**config.mk**
```make
export PLATFORM = sky130hd
export DESIGN_NAME = dcap_timer
export DESIGN_NICKNAME = d
export VERILOG_FILES = /design/src/rtl/dcap_pkg.sv /design/src/rtl/dcap_rst_sync.sv /design/src/rtl/dcap_edge_det.sv /design/src/rtl/dcap_counter.sv /design/src/rtl/dcap_flag.sv /design/src/rtl/dcap_timer.sv
export SDC_FILE = /design/constraint.sdc
export NUM_CORES = 1
export LEC_CHECK = 0
export BUFFER_PORTS_ARGS = -buffer_cell sky130_fd_sc_hd__buf_2
export CAP_MARGIN = 20
export CORE_UTILIZATION = 58
export DETAILED_ROUTE_END_ITERATION = 10
export HOLD_SLACK_MARGIN = 0.03
export PLACE_DENSITY = 0.81
export SYNTH_ARGS = -nofsm -noshare
export SYNTH_HDL_FRONTEND = slang
export SYNTH_SLANG_ARGS = --single-unit
```
**constraint.sdc**
```tcl
create_clock -name clk -period 2.1 [get_ports clk]
set_input_delay 0.42 -clock clk [delete_from_list [all_inputs] [get_ports clk]]
set_output_delay 0.42 -clock clk [all_outputs]
set_load 0.1 [all_outputs]
```
**src/rtl/dcap_pkg.sv**
```systemverilog
`timescale 1ns/1ps
package dcap_pkg;
  localparam int unsigned CNT_W_DEF  = 8;
  localparam int unsigned SYNC_DEF   = 2;
  localparam int unsigned N_EDGE     = 2;
  // Index order in the capture bank is also the read-select encoding
  localparam int unsigned EDGE_RISE  = 0;
  localparam int unsigned EDGE_FALL  = 1;
endpackage

```
**src/rtl/dcap_rst_sync.sv**
```systemverilog
`timescale 1ns/1ps
module dcap_rst_sync #(
  parameter int unsigned STAGES = 2
) (
  input  logic clk,
  input  logic arst_n,
  output logic rst_n
);
  logic [STAGES-1:0] sh_q;
  logic [STAGES-1:0] sh_d;

  always_comb begin
    sh_d = {sh_q[STAGES-2:0], 1'b1};
  end

  always_ff @(posedge clk or negedge arst_n) begin
    if (!arst_n) sh_q <= '0;
    else         sh_q <= sh_d;
  end

  assign rst_n = sh_q[STAGES-1];
endmodule

```
**src/rtl/dcap_edge_det.sv**
```systemverilog
`timescale 1ns/1ps
module dcap_edge_det #(
  parameter int unsigned SYNC = 2
) (
  input  logic clk,
  input  logic rst_n,
  input  logic pin,
  input  logic invert,
  output logic rise,
  output logic fall
);
  logic [SYNC-1:0] sync_q;
  logic [SYNC-1:0] sync_d;
  logic            lvl;
  logic            prev_q;

  always_comb begin
    sync_d = {sync_q[SYNC-2:0], pin};
    // Inversion applied before the compare: toggling it looks like an edge
    lvl    = sync_q[SYNC-1] ^ invert;
    rise   = lvl & ~prev_q;
    fall   = ~lvl & prev_q;
  end

  always_ff @(posedge clk or negedge rst_n) begin
    if (!rst_n) begin
      sync_q <= '0;
      prev_q <= 1'b0;
    end else begin
      sync_q <= sync_d;
      prev_q <= lvl;
    end
  end
endmodule

```
**src/rtl/dcap_counter.sv**
```systemverilog
`timescale 1ns/1ps
module dcap_counter #(
  parameter int unsigned W = 8
) (
  input  logic         clk,
  input  logic         rst_n,
  input  logic         en,
  output logic [W-1:0] cnt
);
  logic [W-1:0] cnt_d;

  always_comb begin
    cnt_d = cnt;
    if (en) cnt_d = cnt + 1'b1;
  end

  always_ff @(posedge clk or negedge rst_n) begin
    if (!rst_n) cnt <= '0;
    else        cnt <= cnt_d;
  end
endmodule

```
**src/rtl/dcap_flag.sv**
```systemverilog
`timescale 1ns/1ps
module dcap_flag (
  input  logic clk,
  input  logic rst_n,
  input  logic set,
  input  logic clr,
  output logic flag
);
  logic flag_d;

  always_comb begin
    flag_d = flag;
    if (clr) flag_d = 1'b0;
    if (set) flag_d = 1'b1;
  end

  always_ff @(posedge clk or negedge rst_n) begin
    if (!rst_n) flag <= 1'b0;
    else        flag <= flag_d;
  end
endmodule

```
**src/rtl/dcap_timer.sv**
```systemverilog
`timescale 1ns/1ps
module dcap_timer
  import dcap_pkg::*;
#(
  parameter int unsigned CNT_W = CNT_W_DEF,
  parameter int unsigned SYNC  = SYNC_DEF
) (
  input  logic             clk,
  input  logic             rst_n,
  input  logic             cnt_en,
  input  logic             cap_in,
  input  logic             cfg_invert,
  input  logic             cfg_flag_en,
  input  logic             cfg_irq_en,
  input  logic             flag_clr,
  input  logic             rd_sel,
  output logic [CNT_W-1:0] rd_data,
  output logic             irq_flag,
  output logic             irq
);
  logic               rst_sync_n;
  logic               rise_ev;
  logic               fall_ev;
  logic [N_EDGE-1:0]  ev;
  logic [CNT_W-1:0]   cnt_q;
  logic [CNT_W-1:0]   cap_q [N_EDGE];
  logic [CNT_W-1:0]   cap_d [N_EDGE];
  logic               flag_set;

  dcap_rst_sync #(.STAGES(2)) u_rst (
    .clk(clk), .arst_n(rst_n), .rst_n(rst_sync_n)
  );

  dcap_edge_det #(.SYNC(SYNC)) u_edge (
    .clk(clk), .rst_n(rst_sync_n), .pin(cap_in), .invert(cfg_invert),
    .rise(rise_ev), .fall(fall_ev)
  );

  dcap_counter #(.W(CNT_W)) u_cnt (
    .clk(clk), .rst_n(rst_sync_n), .en(cnt_en), .cnt(cnt_q)
  );

  always_comb begin
    ev[EDGE_RISE] = rise_ev;
    ev[EDGE_FALL] = fall_ev;
  end

  for (genvar e = 0; e < N_EDGE; e++) begin : g_cap
    always_comb begin
      cap_d[e] = cap_q[e];
      if (ev[e]) cap_d[e] = cnt_q;
    end
    always_ff @(posedge clk or negedge rst_sync_n) begin
      if (!rst_sync_n) cap_q[e] <= '0;
      else             cap_q[e] <= cap_d[e];
    end
  end

  always_comb begin
    flag_set = (|ev) & cfg_flag_en;
    rd_data  = cap_q[rd_sel];
    irq      = irq_flag & cfg_irq_en;
  end

  dcap_flag u_flag (
    .clk(clk), .rst_n(rst_sync_n), .set(flag_set), .clr(flag_clr), .flag(irq_flag)
  );
endmodule

```
==> Yosys cells after proc, flatten, opt, wreduce, memory -nomap -nowiden <==
Cells that the tools add are included.
{ "word_totals": {"register_bits": 30, "word_cells": 24} }
{ "classes": {"add_sub_neg": 1, "n_lt_le_gt_ge": 1, "mux": 5, "bitwise": 8, "reduce_logical": 2} }
{ "ops": {"columns": ["operator", "n"], "rows": [
  ["$mux W8", 3],
  ["$add A8 B1 Y8 const B", 1],
  ["$and A1 B1 Y1", 4],
  ["$ge A2 B2 Y1 const B", 1],
  ["$mux W1", 2],
  ["$not A1 Y1", 2],
  ["$not A1 Y2", 1],
  ["$reduce_bool A2 Y1", 1],
  ["$reduce_or A2 Y1", 1],
  ["$xor A1 B1 Y1", 1]
]} }

==> Longest topological paths before layout <==
{ "logic_depth": {"depth_word": 6, "depth_mapped": 5, "ltp_nobuf": 4} }

==> By module <==
A second synthesis with hierarchy kept.
{ "unflattened": {"cells_unflattened": 84, "hier_area_um2": 1333.8} }
{ "modules_own_cells": {"columns": ["mod", "instances", "cells_each", "area_each_um2", "seq_area_each_um2"], "rows": [
  ["dcap_timer", 1, 45, 808.3, 400.4],
  ["dcap_counter", 1, 26, 337.8, 200.2],
  ["dcap_edge_det", 1, 7, 97.6, 75.1],
  ["dcap_rst_sync", 1, 3, 53.8, 50.0],
  ["dcap_flag", 1, 3, 36.3, 25.0]
]} }

==> Least setup slack after synthesis <==
OpenSTA, ideal clock, no wires.
{ "synth_timing": {"kind": "register -> output", "startpoint": "reg u_flag.flag", "endpoint": "out irq", "arrival_ns": 1.777, "setup_slack_ns": -0.097, "stages_incl_launch_ff": 2, "n_path_buf": 0, "path_cell_list": "dfrtp_1 -> and2_1"} }
{ "synth_between": {"elab_chain_len": 1} }
{ "synth_lines": {"columns": ["element", "line", "rtl"], "rows": [
  ["start: declaration", "dcap_flag.sv:7", "output logic flag"],
  ["start signal: assignment", "dcap_flag.sv:19", "else flag <= flag_d;"],
  ["$and A1 B1 Y1", "dcap_timer.sv:62", "irq = irq_flag & cfg_irq_en;"],
  ["end: declaration", "dcap_timer.sv:19", "output logic irq"]
]} }
No other way between the ends.

==> Worst setup path in the final report <==
{ "layout_timing": {"startpoint": "in rd_sel", "endpoint": "out rd_data[2]"} }
{ "layout_between": {"elab_chain_len": 4} }
{ "layout_lines": {"columns": ["element", "line", "rtl"], "rows": [
  ["start: declaration", "dcap_timer.sv:16", "input logic rd_sel,"],
  ["$not A1 Y2 (not written as such)", "dcap_timer.sv:61", "rd_data = cap_q[rd_sel];"],
  ["$mux W8 (not written as such) (3 in a row)", "dcap_timer.sv:61", null],
  ["end: declaration", "dcap_timer.sv:17", "output logic [CNT_W-1:0] rd_data,"]
]} }
No other way between the ends. The select of a mux whose other input is x is not followed.

==> results.toml <==
[logic_synthesis]
ys_types = 15
synth_top_family_by_area = "multiplexers"
synthAdderAreaFrac = 0.0302
syn_area_mm2 = 0.00124
synth_compound_area_frac = 0.00503
synth.yosys.seq_area_share = 0.603
yosys.area_share.simple = 0.0523
synth_xor_area_frac = 0.0563
ys_ff_latch = 30
synthMuxAreaShare = 0.226
synthCells = 84
synth_warnings = 0
syn_nets = 96
avgSynthCellArea_um2 = 14.8

[finish]
final_common_cell = "dfrtp_1"
drive_gt1_frac = 0.486
diodes = 0
nets = 120
mostFrequentLayoutCells = "30 x dfrtp_1, 22 x mux2_2, 18 x buf_2"
final_util = 0.732
synthToLayoutAreaGrowth_pct = 16.5

[sta]
fin_crit_ps = 1710
maxSlewViolCount = 0
finClkSkew_ps = 5.16
min_period_over_period = 0.815
timing.final.ws_setup_ps = 388
setup_viol = 0
max_freq_ghz = 0.584
rsz0062_at_grt = "no"
hold_violations = 0
tns_ps = 0

[floorplan]
rows = 16
initial_utilization = 0.628
core_area_mm2 = 0.00198
die_w_um = 48.3
die_y_um = 48.3
ios = 19
die-area_mm2 = 0.00234

[clocking]
clock_tree.buffer_depth = 2
ctsRootBufferMaster = "clkbuf_4"
clock_latency_ps = 330
cts-buffers-inserted = 5
cts-htree-levels = 2
cts_tree = "done"
post_cts.repair.setup_buffers = 0
cts-resized-gates = 0
cts_sinks = 30
clk_pin_slew_worst_paths_ps = 90

[worst_setup_path]
cp_cell_sequence = "buf_2, mux2_2, buf_2"
r2r_end = "cap_q[6]$_DFFE_PN0P_"
crit_type = "in -> out"
end_kind = "output port"
crit_top_cell = "buf_2"
cp.required_ps = 1680
critPathArrivalTime_ps = 1290
slowest_stage = "mux2_2"
start_kind = "primary input"
rr_worst_depth = 3
cp_max_fo = 8
rrSetupSlack_ps = 540
reg2reg_from = "u_edge.sync_q[1]$_DFF_PN0_"
cp_slowest_stage_delay_ps = 360

[power]
power.switching_w = 0.00101
p_comb_frac = 0.410
ir_drop_uv = 1330
pwr-share-clk = 0.192
power.density_mw_per_mm2 = 1590
leakagePower_nw = 0.707
intPower_w = 0.00130
power_frac_seq = 0.398
power_switching_share = 0.438

[route]
avgRoutedWirePerCell_um = 14.2
drtPass1Iterations = 4
num_vias = 709
viasPerCell = 5.21
final_antenna_net_count = 0
route.detailed.drc = 0
first_iter_violations = 5
wl_mm = 1.93

[grt]
track_usage = 0.201
grt_pass1_vias = 758
grt_max_degree = 29
overflow = 0
grt_pass1_wl_mm = 3.40
antenna_found_initial = 0

[run_status]
status = "finished, final reports clean"

[flow_run]
cap_violations = 0

[hold_path]
min_path_cells = 1
hp-start = "cap_in"
hold_class = "in -> reg"
whs_endpoint = "u_edge.sync_q[0]$_DFF_PN0_"

[placed_design]
hpwl_mm = 1.35
dpl_worst_slack_ps = 362
port_buffers = 18
gp_congestion = 0.675
-- per-stage QoR --
stage,area [um2],hold WS [ps],std cells,total power [W]
2_1_floorplan,1250,124,84,0.00172
3_3_place_gp,1360,204,127,0.00184
3_5_place_dp,1360,206,127,0.00188
4_1_cts,1450,182,136,0.00233
5_1_grt,1450,180,136,0.00241
6_report,1450,191,136,0.00230
-- per-layer routing --
metal,part of all wire,track usage,vias up
li1,-,-,334
met1,0.42,0.241,359
met2,0.52,0.338,13
met3,0.044,0.0786,3
met4,0.013,0.0588,0
met5,0,0,-
-- critical path: cells and delay by family --
family | cells | cell delay [ps]
buf+inv | 2 | 500
mux | 1 | 360
-- cells in the mapped netlist (all sizes together) --
| cell type | count | area share |
|---|---|---|
| o22ai | 1 | 0.0050 |
| xor2 | 1 | 0.0070 |
| dfrtp | 30 | 0.60 |
| nand4 | 3 | 0.020 |
| inv | 4 | 0.012 |
| ha | 3 | 0.030 |
| and3 | 2 | 0.018 |
| and2 | 1 | 0.0050 |
| mux2 | 25 | 0.23 |
| buf | 3 | 0.012 |
| nand2 | 3 | 0.0090 |
| conb | 1 | 0.0030 |
| xnor2 | 7 | 0.049 |
-- worst max path at each step --
stage	from	endpoint	slack (ps)	depth (start not counted)
2_1_floorplan	u_flag.flag$_DFFE_PN0P_	irq	160	1
3_3_place_gp	rd_sel	rd_data[2]	400	3
3_5_place_dp	cfg_invert	cap_q[6]$_DFFE_PN0P_	360	4
4_1_cts	rd_sel	rd_data[2]	380	3
5_1_grt	rd_sel	rd_data[3]	350	3
6_report	rd_sel	rd_data[2]	390	3
-- logic make-up after synthesis --
family / count (synthesis)
buffers and inverters: 7
multiplexers: 25
flip-flops: 30
AND/OR/NAND/NOR: 9
AO/OA/AOI/OAI: 1
other: 1
XOR/XNOR: 8
adder cells (fa/ha/maj): 3
-- flip-flops by register name, indices dropped and copies added (netlist names) --
register / cells
u_edge.sync_q: 2
cap_q: 16
u_flag.flag: 1
u_edge.prev_q: 1
u_rst.sh_q: 2
u_cnt.cnt: 8
-- what timing repair did --
item	CTS	global route
hold buffers	1	0
setup endpoints to repair	0	0
hold endpoints to repair	2	0
-- power by group through the flow --
stage	clock network [W]	registers (W)	logic [W]
2_1_floorplan	0	0.000917	0.000805
6_report	0.000443	0.000916	0.000945
5_1_grt	0.000478	0.000943	0.000992
4_1_cts	0.000454	0.000918	0.000954
3_3_place_gp	0	0.000908	0.000929
3_5_place_dp	0	0.000929	0.000952
-- layout make-up --
cell class,instances,area [um2]
multi-input combinational,47,465
inverter,4,15.0
clock inverter,3,40.0
sequential,30,751
timing repair buffer,20,108
tap,27,33.8
fill,137,532
clock buffer,5,37.5
Note: power is estimated with default switching activity, not from simulation.
